**config.mk**
```make
export PLATFORM = sky130hd
export DESIGN_NAME = fifo_alloc_router
export DESIGN_NICKNAME = d
export VERILOG_FILES = /design/src/rtl/frt_pkg.sv /design/src/rtl/frt_level_regs.sv /design/src/rtl/frt_req_capture.sv /design/src/rtl/frt_fifo_pick.sv /design/src/rtl/frt_alloc_table.sv /design/src/rtl/fifo_alloc_router.sv
export SDC_FILE = /design/constraint.sdc
export NUM_CORES = 1
export LEC_CHECK = 0
export ABC_CLOCK_PERIOD_IN_PS = 8200
export BUFFER_PORTS_ARGS = -buffer_cell sky130_fd_sc_hd__buf_4
export CELL_PAD_IN_SITES_DETAIL_PLACEMENT = 0
export CELL_PAD_IN_SITES_GLOBAL_PLACEMENT = 1
export CORE_MARGIN = 2
export CORE_UTILIZATION = 30
export DETAILED_ROUTE_END_ITERATION = 7
export GPL_TIMING_DRIVEN = 0
export PLACE_DENSITY = 0.64
export SYNTH_ARGS = -nofsm -noshare
export SYNTH_HDL_FRONTEND = slang
export SYNTH_SLANG_ARGS = --single-unit
```
**constraint.sdc**
```tcl
create_clock -name clk -period 8.2 [get_ports clk]
set_input_delay 1.23 -clock clk [delete_from_list [all_inputs] [get_ports clk]]
set_output_delay 1.23 -clock clk [all_outputs]
set_load 0.05 [all_outputs]
```
**src/rtl/frt_pkg.sv**
```systemverilog
package frt_pkg;
  typedef enum logic [1:0] {
    RK_NONE = 2'd0,
    RK_WAIT = 2'd1,
    RK_PART = 2'd2,
    RK_FULL = 2'd3
  } rsp_kind_e;
endpackage

```
**src/rtl/frt_level_regs.sv**
```systemverilog
module frt_level_regs #(
  parameter int NPORT   = 4,
  parameter int PW      = 2,
  parameter int LW      = 2,
  parameter int RST_LVL = 3
) (
  input  logic              clk,
  input  logic              rst_n,
  input  logic              wr_en,
  input  logic [PW-1:0]     wr_port,
  input  logic [LW-1:0]     wr_level,
  output logic [NPORT*LW-1:0] lvl_flat
);
  for (genvar p = 0; p < NPORT; p++) begin : g_lvl
    logic [LW-1:0] lvl_q, lvl_d;
    logic          lvl_en;

    assign lvl_en = wr_en && (wr_port == PW'(p));

    always_comb begin
      lvl_d = lvl_q;
      if (lvl_en) lvl_d = wr_level;
    end

    always_ff @(posedge clk or negedge rst_n) begin
      if (!rst_n)      lvl_q <= LW'(RST_LVL);
      else if (lvl_en) lvl_q <= lvl_d;
    end

    assign lvl_flat[p*LW +: LW] = lvl_q;
  end
endmodule

```
**src/rtl/frt_req_capture.sv**
```systemverilog
module frt_req_capture #(
  parameter int NPORT = 4,
  parameter int CNT_W = 8
) (
  input  logic                   clk,
  input  logic                   rst_n,
  input  logic [NPORT-1:0]       req_valid,
  input  logic [NPORT*CNT_W-1:0] req_count,
  input  logic [NPORT-1:0]       clr,
  output logic [NPORT-1:0]       pend,
  output logic [NPORT*CNT_W-1:0] cnt_flat
);
  logic [NPORT-1:0] pend_q, pend_d, load;

  assign load   = req_valid & ~pend_q;
  assign pend_d = (pend_q & ~clr) | load;

  always_ff @(posedge clk or negedge rst_n) begin
    if (!rst_n) pend_q <= '0;
    else        pend_q <= pend_d;
  end

  for (genvar p = 0; p < NPORT; p++) begin : g_cnt
    logic [CNT_W-1:0] cnt_q;
    always_ff @(posedge clk or negedge rst_n) begin
      if (!rst_n)       cnt_q <= '0;
      else if (load[p]) cnt_q <= req_count[p*CNT_W +: CNT_W];
    end
    assign cnt_flat[p*CNT_W +: CNT_W] = cnt_q;
  end

  assign pend = pend_q;
endmodule

```
**src/rtl/frt_fifo_pick.sv**
```systemverilog
module frt_fifo_pick
  import frt_pkg::*;
#(
  parameter int NFIFO = 4,
  parameter int CNT_W = 8,
  parameter int FW    = 2
) (
  input  logic [FW-1:0]          level,
  input  logic [CNT_W-1:0]       count,
  input  logic [NFIFO*CNT_W-1:0] free_flat,
  input  logic [NFIFO-1:0]       busy,
  output rsp_kind_e              kind,
  output logic [FW-1:0]          fifo,
  output logic [CNT_W-1:0]       amount
);
  logic [CNT_W-1:0] free_a [NFIFO];
  logic             fit_hit;
  logic [FW-1:0]    fit_idx, best_idx;
  logic [CNT_W-1:0] best_free;

  for (genvar f = 0; f < NFIFO; f++) begin : g_free
    assign free_a[f] = free_flat[f*CNT_W +: CNT_W];
  end

  always_comb begin
    fit_hit   = 1'b0;
    fit_idx   = '0;
    best_free = '0;
    best_idx  = '0;
    for (int i = 0; i < NFIFO; i++) begin
      if (int'(level) >= i && !busy[i] && free_a[i] != '0) begin
        if (!fit_hit && free_a[i] >= count) begin
          fit_hit = 1'b1;
          fit_idx = FW'(i);
        end
        if (free_a[i] > best_free) begin
          best_free = free_a[i];
          best_idx  = FW'(i);
        end
      end
    end
  end

  always_comb begin
    if (fit_hit) begin
      kind   = RK_FULL;
      fifo   = fit_idx;
      amount = count;
    end else if (best_free != '0) begin
      kind   = RK_PART;
      fifo   = best_idx;
      amount = best_free;
    end else begin
      kind   = RK_WAIT;
      fifo   = '0;
      amount = '0;
    end
  end
endmodule

```
**src/rtl/frt_alloc_table.sv**
```systemverilog
module frt_alloc_table #(
  parameter int NPORT = 4,
  parameter int NFIFO = 4,
  parameter int PW    = 2,
  parameter int FW    = 2
) (
  input  logic             clk,
  input  logic             rst_n,
  input  logic             set_en,
  input  logic [FW-1:0]    set_fifo,
  input  logic [PW-1:0]    set_port,
  input  logic [NPORT-1:0] done,
  output logic [NFIFO-1:0] busy
);
  for (genvar f = 0; f < NFIFO; f++) begin : g_slot
    logic          busy_q, busy_d;
    logic [PW-1:0] own_q, own_d;
    logic          hit;

    assign hit = set_en && (set_fifo == FW'(f));

    always_comb begin
      busy_d = busy_q;
      own_d  = own_q;
      if (hit) begin
        busy_d = 1'b1;
        own_d  = set_port;
      end else if (busy_q && done[own_q]) begin
        busy_d = 1'b0;
      end
    end

    always_ff @(posedge clk or negedge rst_n) begin
      if (!rst_n) begin
        busy_q <= 1'b0;
        own_q  <= '0;
      end else begin
        busy_q <= busy_d;
        own_q  <= own_d;
      end
    end

    assign busy[f] = busy_q;
  end
endmodule

```
**src/rtl/fifo_alloc_router.sv**
```systemverilog
module fifo_alloc_router
  import frt_pkg::*;
#(
  parameter int NPORT = 4,
  parameter int NFIFO = 4,
  parameter int CNT_W = 8,
  localparam int PW   = (NPORT > 1) ? $clog2(NPORT) : 1,
  localparam int FW   = (NFIFO > 1) ? $clog2(NFIFO) : 1
) (
  input  logic                   clk,
  input  logic                   rst_n,
  input  logic                   cfg_we,
  input  logic [PW-1:0]          cfg_port,
  input  logic [FW-1:0]          cfg_level,
  input  logic [NPORT-1:0]       req_valid,
  input  logic [NPORT*CNT_W-1:0] req_count,
  input  logic [NFIFO*CNT_W-1:0] fifo_free,
  input  logic [NPORT-1:0]       xfer_done,
  output logic [1:0]             rsp_kind,
  output logic [PW-1:0]          rsp_port,
  output logic [FW-1:0]          rsp_fifo,
  output logic [CNT_W-1:0]       rsp_count
);
  logic [NPORT*FW-1:0]    lvl_flat;
  logic [NPORT-1:0]       pend, clr;
  logic [NPORT*CNT_W-1:0] cnt_flat;
  logic [NFIFO-1:0]       busy;
  logic                   sel_vld;
  logic [PW-1:0]          sel_port;
  rsp_kind_e              pick_kind;
  logic [FW-1:0]          pick_fifo;
  logic [CNT_W-1:0]       pick_amt;
  logic                   grant;

  rsp_kind_e        kind_q, kind_d;
  logic [PW-1:0]    port_q, port_d;
  logic [FW-1:0]    fifo_q, fifo_d;
  logic [CNT_W-1:0] cnt_q, cnt_d;

  frt_level_regs #(.NPORT(NPORT), .PW(PW), .LW(FW), .RST_LVL(NFIFO-1)) u_lvl (
    .clk(clk), .rst_n(rst_n), .wr_en(cfg_we), .wr_port(cfg_port),
    .wr_level(cfg_level), .lvl_flat(lvl_flat)
  );

  frt_req_capture #(.NPORT(NPORT), .CNT_W(CNT_W)) u_req (
    .clk(clk), .rst_n(rst_n), .req_valid(req_valid), .req_count(req_count),
    .clr(clr), .pend(pend), .cnt_flat(cnt_flat)
  );

  always_comb begin
    sel_vld  = 1'b0;
    sel_port = '0;
    for (int p = NPORT - 1; p >= 0; p--) begin
      if (pend[p]) begin
        sel_vld  = 1'b1;
        sel_port = PW'(p);
      end
    end
  end

  always_comb begin
    clr = '0;
    if (sel_vld) clr[sel_port] = 1'b1;
  end

  frt_fifo_pick #(.NFIFO(NFIFO), .CNT_W(CNT_W), .FW(FW)) u_pick (
    .level(lvl_flat[sel_port*FW +: FW]),
    .count(cnt_flat[sel_port*CNT_W +: CNT_W]),
    .free_flat(fifo_free), .busy(busy),
    .kind(pick_kind), .fifo(pick_fifo), .amount(pick_amt)
  );

  assign grant = sel_vld && (pick_kind == RK_FULL || pick_kind == RK_PART);

  frt_alloc_table #(.NPORT(NPORT), .NFIFO(NFIFO), .PW(PW), .FW(FW)) u_alloc (
    .clk(clk), .rst_n(rst_n), .set_en(grant), .set_fifo(pick_fifo),
    .set_port(sel_port), .done(xfer_done), .busy(busy)
  );

  always_comb begin
    kind_d = RK_NONE;
    port_d = '0;
    fifo_d = '0;
    cnt_d  = '0;
    if (sel_vld) begin
      kind_d = pick_kind;
      port_d = sel_port;
      fifo_d = pick_fifo;
      cnt_d  = pick_amt;
    end
  end

  always_ff @(posedge clk or negedge rst_n) begin
    if (!rst_n) begin
      kind_q <= RK_NONE;
      port_q <= '0;
      fifo_q <= '0;
      cnt_q  <= '0;
    end else begin
      kind_q <= kind_d;
      port_q <= port_d;
      fifo_q <= fifo_d;
      cnt_q  <= cnt_d;
    end
  end

  assign rsp_kind  = kind_q;
  assign rsp_port  = port_q;
  assign rsp_fifo  = fifo_q;
  assign rsp_count = cnt_q;
endmodule

```
-- Yosys cells after proc, flatten, opt, wreduce, memory -nomap -nowiden
Cells that the tools add are included.
- bits in writable memories: 0
- word-level logic and storage cells: 161
- output and inout port bits: 14
- flip-flop bits (word level): 70
- input bits: 79
- memory bits (read-only): 0
- latch bits: 0
- memories kept: 0
- bitwise gates (word level): 5
- shifts and indexed selects: 2
- eq/ne operators: 8
- magnitude comparators: 17
- add/subtract/negate cells: 0
- div/mod/pow operators: 0
- multiplexer cells: 65
- reductions and logical operators: 43
- $mul: 0
- operators by type and width (cell ; number):
    $mux W8 ; 11
    $mux W2 ; 21
    $reduce_bool A8 Y1 ; 5
    $ge A8 B8 Y1 ; 4
    $shiftx A32 B6 Y8 ; 1
    $mux W1 ; 27
    $gt A8 B8 Y1 ; 3
    $logic_and A1 B1 Y1 ; 24
    $lt A2 B3 Y1 const B ; 5
    $eq A2 B2 Y1 const B ; 6
    $and A4 B4 Y4 ; 2
    $bmux W1 S2 ; 4
    $gt A8 B1 Y1 const B ; 1
    $not A4 Y4 ; 2
    $reduce_bool A2 Y1 ; 4
    $shiftx A8 B4 Y2 ; 1
    $logic_not A1 Y1 ; 7
    $eq A2 B1 Y1 const B ; 2
    $ge A2 B1 Y1 const B ; 2
    $ge A2 B2 Y1 const B ; 2
    $logic_not A2 Y1 ; 2
    $mux W4 ; 1
    $or A4 B4 Y4 ; 1
    $demux W1 S2 ; 1
    $logic_or A1 B1 Y1 ; 1

-- Depth between registers and ports, before layout
Gate-level depths: netlist (run 1).
- word-level depth: 26
- gate-level depth with buffers: 29
- mapped depth without buffers: 28

-- Cells and area by module
A second synthesis (run 1) with hierarchy kept.
- cell total of the unflattened synthesis: 482
- area total of the unflattened synthesis: 5178.7 um^2
- modules (own cells, without submodules) (module ; times used ; cells an instance ; seq. area each (um^2) ; area each (um^2)):
    frt_fifo_pick ; 1 ; 248 ; 0.0 ; 1919.3
    frt_req_capture ; 1 ; 84 ; 900.9 ; 1496.4
    fifo_alloc_router ; 1 ; 82 ; 350.3 ; 827.0
    frt_alloc_table ; 1 ; 48 ; 300.3 ; 603.1
    frt_level_regs ; 1 ; 20 ; 210.2 ; 332.8

-- Least setup slack after synthesis (run 1)
Ideal clock, no wire load.
- path kind: in2reg
- start point: input port fifo_free[1]
- end point: register u_alloc.g_slot[0].own_q[0]
- arrival time: 6370 ps
- stages on the path: 27
- path buffers: 1
- setup slack: 1705 ps
- cell sequence: nand2b_1 -> ha_1 -> nor2b_1 -> o211ai_1 -> a21oi_1 -> o22ai_1 -> nor2_4 -> mux2_2 -> ha_1 -> nor2b_1 -> o211ai_1 -> a21o_1 -> a211oi_2 -> buf_2 -> mux2i_1 -> ha_1 -> nor2b_1 -> o211ai_1 -> a21oi_1 -> o32ai_4 -> nor2_2 -> nor2_1 -> a211o_1 -> nand4_2 -> nor3_4 -> nor3_2 -> mux2_4
- longest elaborated chain between the ends: 20
- elaborated cells between the ends (all ways): 52
- classes of those cells: order compare (5); eq/ne (2); mux (32); reduce/logical (13)
- RTL lines (what ; RTL line ; text):
    from (decl) ; fifo_alloc_router.sv:17 ; input logic [NFIFO*CNT_W-1:0] fifo_free,
    branches (longest 19 deep; another with $gt A8 B1 Y1) ; n/a ;
    $logic_and A1 B1 Y1 * ; frt_alloc_table.sv:20 ; assign hit = set_en && (set_fifo == FW'(f));
    to (signal assigned) ; frt_alloc_table.sv:39 ; own_q <= own_d;
    to (decl) ; frt_alloc_table.sv:17 ; logic [PW-1:0] own_q, own_d;
Mark *: on every way between the ends.
A chain may end at the register's enable or synchronous reset.

-- Worst setup path after layout (run 1)
Ends and elaborated chain as after synthesis.

==> impl_metrics.tcl, run 1 <==
set metrics [dict create \
    status "finished clean" \
    worstSkewPairLatency_ns 0.34 \
    cts_setup_buffers 0 \
    ios 93 \
    cts_tree "yes" \
    slew_viol_final 0 \
    synth.cell_area_mm2 0.00503 \
    grt_pass1_vias 4267 \
    vdd_ir_drop_max_uv 163 \
    die-area_mm2 0.0178 \
    slowest_stage "o32ai_4" \
    cts.repair.resized 0 \
    drive_above_1_share 0.342 \
    criticalPathCategory "in -> reg" \
    setup_viol 0 \
    clk_pin_slew_worst_paths_ns 0.06 \
    area_delta_synth_final_pct 25.4 \
    fin_crit_ns 7.22 \
    synth-seq-cells 70 \
    ys_warn_count 0 \
    drt_iter0_markers 151 \
    final_antenna_net_count 0 \
    ys_top_cells_by_area "dfrtp_1 (31%), ha_1 (14%), mux2_2 (12%), dfstp_2 (4.2%), nor2_1 (3.4%)" \
    post_drt_via_cell_ratio 5.06 \
    num_vias 4102 \
    slew_headroom 0.118 \
    yosysUniqueCellTypes 62 \
    cts_max_path_buffers 2 \
    syn-num-nets 618 \
    die_y_um 133 \
    drc 0 \
    track_usage 0.165 \
    max_freq_mhz 138 \
    synth_edf_count 0 \
    power_density_mw_per_mm2 352 \
    cp-end-kind "flop" \
    ys.flop_type "dfrtp_1" \
    core_mm2 0.0165 \
    synth_top_area_cell "dfrtp_1" \
    worstMarginPinSlew_ns 1.31 \
    cts_made_buffers 9 \
    grt_pass1_wl_mm 22.8 \
    yosysMostFrequentCell "dfrtp_1" \
    cp.arrival_ns 7.44 \
    tns_ns 0 \
    synthTopCellsByCount "dfrtp_1 (62), ha_1 (56), mux2_2 (54), nor2_1 (46), inv_1 (23)" \
    finalHoldViolations 0 \
    synthCells 483 \
    clock_sinks 70 \
    drt_wl_total_mm 14.1 \
    antenna_found_initial 0 \
    critPathMaxStageDelay_ns 0.47 \
    hp-class "reg -> reg" \
    finClkSkew_ns 0.0135 \
    fin_hold_ws_ns 0.507 \
    syn_avg_cell_area_um2 10.4 \
    power.leakage_uw 0.00282 \
    cp_max_fo 10 \
    crit_required_ns 8.41 \
    htreeDepth 3 \
    start_kind "input pin" \
    ys_seq_area_frac 0.351 \
    die_x_um 133 \
    synth_async_sr_flop_share 1.00 \
    port_buffers 92 \
    finish.utilization 0.383 \
    nets 721 \
    finalWeightedCongestion 0.877 \
    drt-wirelength-per-cell_um 17.4 \
    cts_hold_buffers 0 \
    finalCritPeriodShare 0.881 \
    dp_hpwl_mm 11.3 \
    gr-total-overflow 0 \
    n_antenna_cell 0 \
    yosysTopAreaCellShare 0.309 \
    first_pass_iters 4 \
    start_util 0.305 \
    grt_max_degree 71 \
    rsz0062_at_grt "no" \
    drv_cap 0 \
    root_buffer "clkbuf_16" \
    num_rows 47 \
]
## area by class of cell
cell class | instances | area [um2]
Buffer | 18 | 80.1
Multi-Input combinational cell | 372 | 3100
Sequential cell | 70 | 1760
Inverter | 23 | 86.3
Clock inverter | 6 | 68.8
Tap cell | 220 | 275
Timing Repair Buffer | 92 | 691
Fill cell | 1688 | 10200
Clock buffer | 10 | 239
## layout by cell type, fill, tap and decap left out, drive strengths merged, types with 7 or more instances in the layout
cell and count:
a211o 8, a211oi 16, a21o 10, a21oi 22, a31oi 7, buf 99
clkbuf 21, dfrtp 62, dfstp 8, ha 56, inv 24, mux2 56
mux2i 15, nand2b 16, nand4 9, nor2 48, nor2b 21, nor3 15
nor4 9, o21ai 15
## state kept, by name, summed over array words and instances, names as in the netlist
register	count
rsp_port	2
u_alloc.g_slot.own_q	8
u_alloc.g_slot.busy_q	4
u_req.pend	4
rsp_count	8
rsp_fifo	2
rsp_kind	2
u_lvl.g_lvl.lvl_q	8
u_req.g_cnt.cnt_q	32
## final timing paths
check | end | slack (ns) | startpoint | depth (start not counted)
worst max-delay path | u_alloc.g_slot[0].own_q[0]$_DFFE_PN0P_ | 0.98 | fifo_free[1] | 28
worst min-delay path | u_req.g_cnt[1].cnt_q[3]$_DFFE_PN0P_ | 0.51 | u_req.g_cnt[1].cnt_q[3]$_DFFE_PN0P_ | 1
worst max register to register | u_alloc.g_slot[0].own_q[0]$_DFFE_PN0P_ | 1.24 | u_alloc.g_slot[0].busy_q$_DFFE_PN0P_ | 28
worst min register to register | u_req.g_cnt[1].cnt_q[3]$_DFFE_PN0P_ | 0.51 | u_req.g_cnt[1].cnt_q[3]$_DFFE_PN0P_ | 1
max in group asynchronous | u_req.g_cnt[0].cnt_q[3]$_DFFE_PN0P_ | 6.59 | rst_n | 1
min in group asynchronous | rsp_fifo[0]$_DFF_PN0_ | 1.01 | rst_n | 1
## critical path, delay by kind of cell
kind,cells,cell delay [ns]
adder cells (fa/ha/maj),3,0.87
multiplexers,3,0.99
buffers and inverters,2,0.47
AO/OA/AOI/OAI,10,1.97
AND/OR/NAND/NOR,10,1.88
## layer usage
metal | global-route usage | part of all wire | up-vias
li1 | - | - | 1998
met1 | 0.224 | 0.47 | 1982
met2 | 0.269 | 0.46 | 106
met3 | 0.0255 | 0.051 | 16
met4 | 0.0532 | 0.016 | 0
met5 | 0 | 0 | -
## kinds of logic (layout without fill, tap and decap cells)
group / count (synthesis) / count (layout) / synth area share
flip-flops: 70 / 70 / 0.351
adder cells (fa/ha/maj): 56 / 56 / 0.139
AND/OR/NAND/NOR: 140 / 140 / 0.156
buffers and inverters: 41 / 149 / 0.0331
AO/OA/AOI/OAI: 101 / 101 / 0.147
multiplexers: 75 / 75 / 0.175
## through the flow
| stage | setup slack [ns] | power, uW | area, um2 | cells |
|---|---|---|---|---|
| 2_1_floorplan | 1.71 | 1460 | 5030 | 483 |
| 3_3_place_gp | 0.755 | 1800 | 5990 | 795 |
| 3_5_place_dp | 0.666 | 1830 | 5990 | 795 |
| 4_1_cts | 1.02 | 2240 | 6300 | 811 |
| 5_1_grt | 0.443 | 2390 | 6300 | 811 |
| 6_report | 0.977 | 2220 | 6300 | 811 |
## power breakdown
part	internal [uW]	switching [uW]	total (uW)
clock	245	154	400
combinational	545	731	1280
sequential	479	63.5	542
Note: power is estimated with default switching activity, not from simulation.
==> inputs of run 2 (changes only) <==
--- a/config.mk
+++ b/config.mk
@@ -5,7 +5,7 @@
 export SDC_FILE = /design/constraint.sdc
 export NUM_CORES = 1
 export LEC_CHECK = 0
-export ABC_CLOCK_PERIOD_IN_PS = 8200
+export ABC_CLOCK_PERIOD_IN_PS = 6900
 export BUFFER_PORTS_ARGS = -buffer_cell sky130_fd_sc_hd__buf_4
 export CELL_PAD_IN_SITES_DETAIL_PLACEMENT = 0
 export CELL_PAD_IN_SITES_GLOBAL_PLACEMENT = 1
==> constraint.sdc (replaced) <==
create_clock -name clk -period 6.9 [get_ports clk]
set_input_delay 1.035 -clock clk [delete_from_list [all_inputs] [get_ports clk]]
set_output_delay 1.035 -clock clk [all_outputs]
set_load 0.05 [all_outputs]
==> impl_metrics.tcl, run 2 (same netlist as run 1, synthesis figures left out) <==
set metrics [dict create \
    cts_max_path_buffers 2 \
    die_y_um 133 \
    grt_pass1_vias 4267 \
    hold_depth 1 \
    slowest_stage "mux2_2" \
    critPathMaxStageDelay_ns 0.40 \
    finalHoldViolations 0 \
    drt_wl_total_mm 14.3 \
    finalCritPeriodShare 0.955 \
    num_vias 4125 \
    final_antenna_net_count 0 \
    clock_sinks 70 \
    finalWeightedCongestion 0.877 \
    drv_cap 0 \
    worstMarginPinSlew_ns 1.36 \
    finClkSkew_ns 0.0137 \
    die-area_mm2 0.0178 \
    n_antenna_cell 0 \
    drt_iter0_markers 133 \
    nets 731 \
    grt_pass1_wl_mm 22.8 \
    layout.cells.most_common_list "buf_4 (103), dfrtp_1 (62), ha_1 (56)" \
    worstHoldStart "u_alloc.g_slot[1].busy_q$_DFFE_PN0P_" \
    antenna_found_initial 0 \
    tns_ns 0 \
    drive_above_1_share 0.358 \
    worstSkewPairLatency_ns 0.34 \
    hp-class "reg -> reg" \
    post_drt_via_cell_ratio 5.02 \
    r2r_cells 28 \
    setup_viol 0 \
    slew_viol_final 0 \
    die_x_um 133 \
    largest_reg_flops 32 \
    htreeDepth 3 \
    clk_pin_slew_worst_paths_ns 0.06 \
    timing.final.ws_setup_ns 0.313 \
    gr-total-overflow 0 \
    vdd_ir_drop_max_uv 194 \
    grt_max_degree 71 \
    power.leakage_uw 0.00288 \
    ios 93 \
    fillers 1690 \
    cp_max_fo 8 \
    largest-register "u_req.g_cnt.cnt_q" \
    drc 0 \
    num_rows 47 \
    cp.arrival_ns 6.80 \
    path_delay_family "compound AO/OA/AOI/OAI gates" \
    cp.buffers_inverters 2 \
    max_freq_mhz 152 \
    root_buffer "clkbuf_16" \
    start_kind "input pin" \
    port_buffers 92 \
    min_to "u_alloc.g_slot[1].busy_q$_DFFE_PN0P_" \
    area_delta_synth_final_pct 27.8 \
    fin_crit_ns 6.59 \
    reg2reg_to "u_alloc.g_slot[0].own_q[0]$_DFFE_PN0P_" \
    core_mm2 0.0165 \
    layout_commonest_cell "buf_4" \
    cts_hold_buffers 0 \
    crit-reg2reg-launch "u_alloc.g_slot[0].busy_q$_DFFE_PN0P_" \
    cts_tree "yes" \
    reg2reg_slack_ns 0.38 \
    dp_hpwl_mm 11.3 \
    criticalPathCategory "in -> reg" \
    crit_required_ns 7.11 \
    drt-wirelength-per-cell_um 17.4 \
    start_util 0.305 \
    track_usage 0.165 \
    pre_cts_ws_ns -0.439 \
    first_pass_iters 4 \
    cp-end-kind "flop" \
    power_density_mw_per_mm2 421 \
    cts_made_buffers 9 \
    status "finished clean" \
    slew_headroom 0.0906 \
]
-- run 2: layer usage --
metal | GRT usage | up-vias | part of all wire
li1 | - | 2012 | -
met1 | 0.224 | 2004 | 0.47
met4 | 0.0532 | 0 | 0.016
met5 | 0 | - | 0
met2 | 0.269 | 93 | 0.47
met3 | 0.0255 | 16 | 0.045
-- run 2: report_power, final --
part           internal, uW  switching (uW)
combinational           698             890
sequential              569            74.8
clock                   291             184
-- run 2: worst register-to-register path, delay by kind of cell (launching register included) --
| family | cells | cell delay [ns] |
|---|---|---|
| simple gates | 10 | 1.95 |
| fa+ha+maj | 3 | 0.87 |
| compound gates | 10 | 1.87 |
| flops | 1 | 0.36 |
| buf+inv | 2 | 0.40 |
| mux | 3 | 0.96 |
-- run 2: final cells by class --
| class | instances | area [um2] | area share |
|---|---|---|---|
| timing repair buffer | 102 | 778 | 0.121 |
| buffer | 18 | 86.3 | 0.0134 |
| inverter | 23 | 86.3 | 0.0134 |
| tap | 220 | 275 | 0.0429 |
| clock inverter | 6 | 68.8 | 0.0107 |
| multi-input combinational | 372 | 3130 | 0.487 |
| sequential | 70 | 1760 | 0.274 |
| clock buffer | 10 | 239 | 0.0372 |
-- run 2: what timing repair did --
action                                  4_1_cts  5_1_grt
pin swaps                                     0        4
gates resized for setup                       2        6
setup buffers                                 0       10
endpoints found under the setup margin        1        8
-- run 2: how the worst max path moves through the flow --
| stage | slack (ns) | depth (start not counted) | endpoint | startpoint |
|---|---|---|---|---|
| finish | 0.31 | 28 | u_alloc.g_slot[0].own_q[0]$_DFFE_PN0P_ | fifo_free[1] |
| global route | -0.009 | 28 | u_alloc.g_slot[0].own_q[0]$_DFFE_PN0P_ | fifo_free[1] |
| CTS | 0.004 | 28 | u_alloc.g_slot[0].own_q[0]$_DFFE_PN0P_ | fifo_free[1] |
| detailed placement | -0.44 | 28 | u_alloc.g_slot[0].own_q[0]$_DFFE_PN0P_ | fifo_free[1] |
| global placement | -0.35 | 28 | u_alloc.g_slot[0].own_q[0]$_DFFE_PN0P_ | fifo_free[1] |
| floorplan | 0.60 | 27 | u_alloc.g_slot[0].own_q[0]$_DFFE_PN0P_ | fifo_free[1] |
-- run 2: through the flow --
step	util	cell area, um2	power (uW)	hold WS, ns	std cells
finish	0.390	6420	2710	0.493	821
global route	0.390	6420	2910	0.517	821
CTS	0.383	6300	2660	0.507	811
detailed placement	0.364	5990	2170	0.495	795
global placement	0.364	5990	2130	0.491	795
floorplan	-	5030	1740	0.451	483
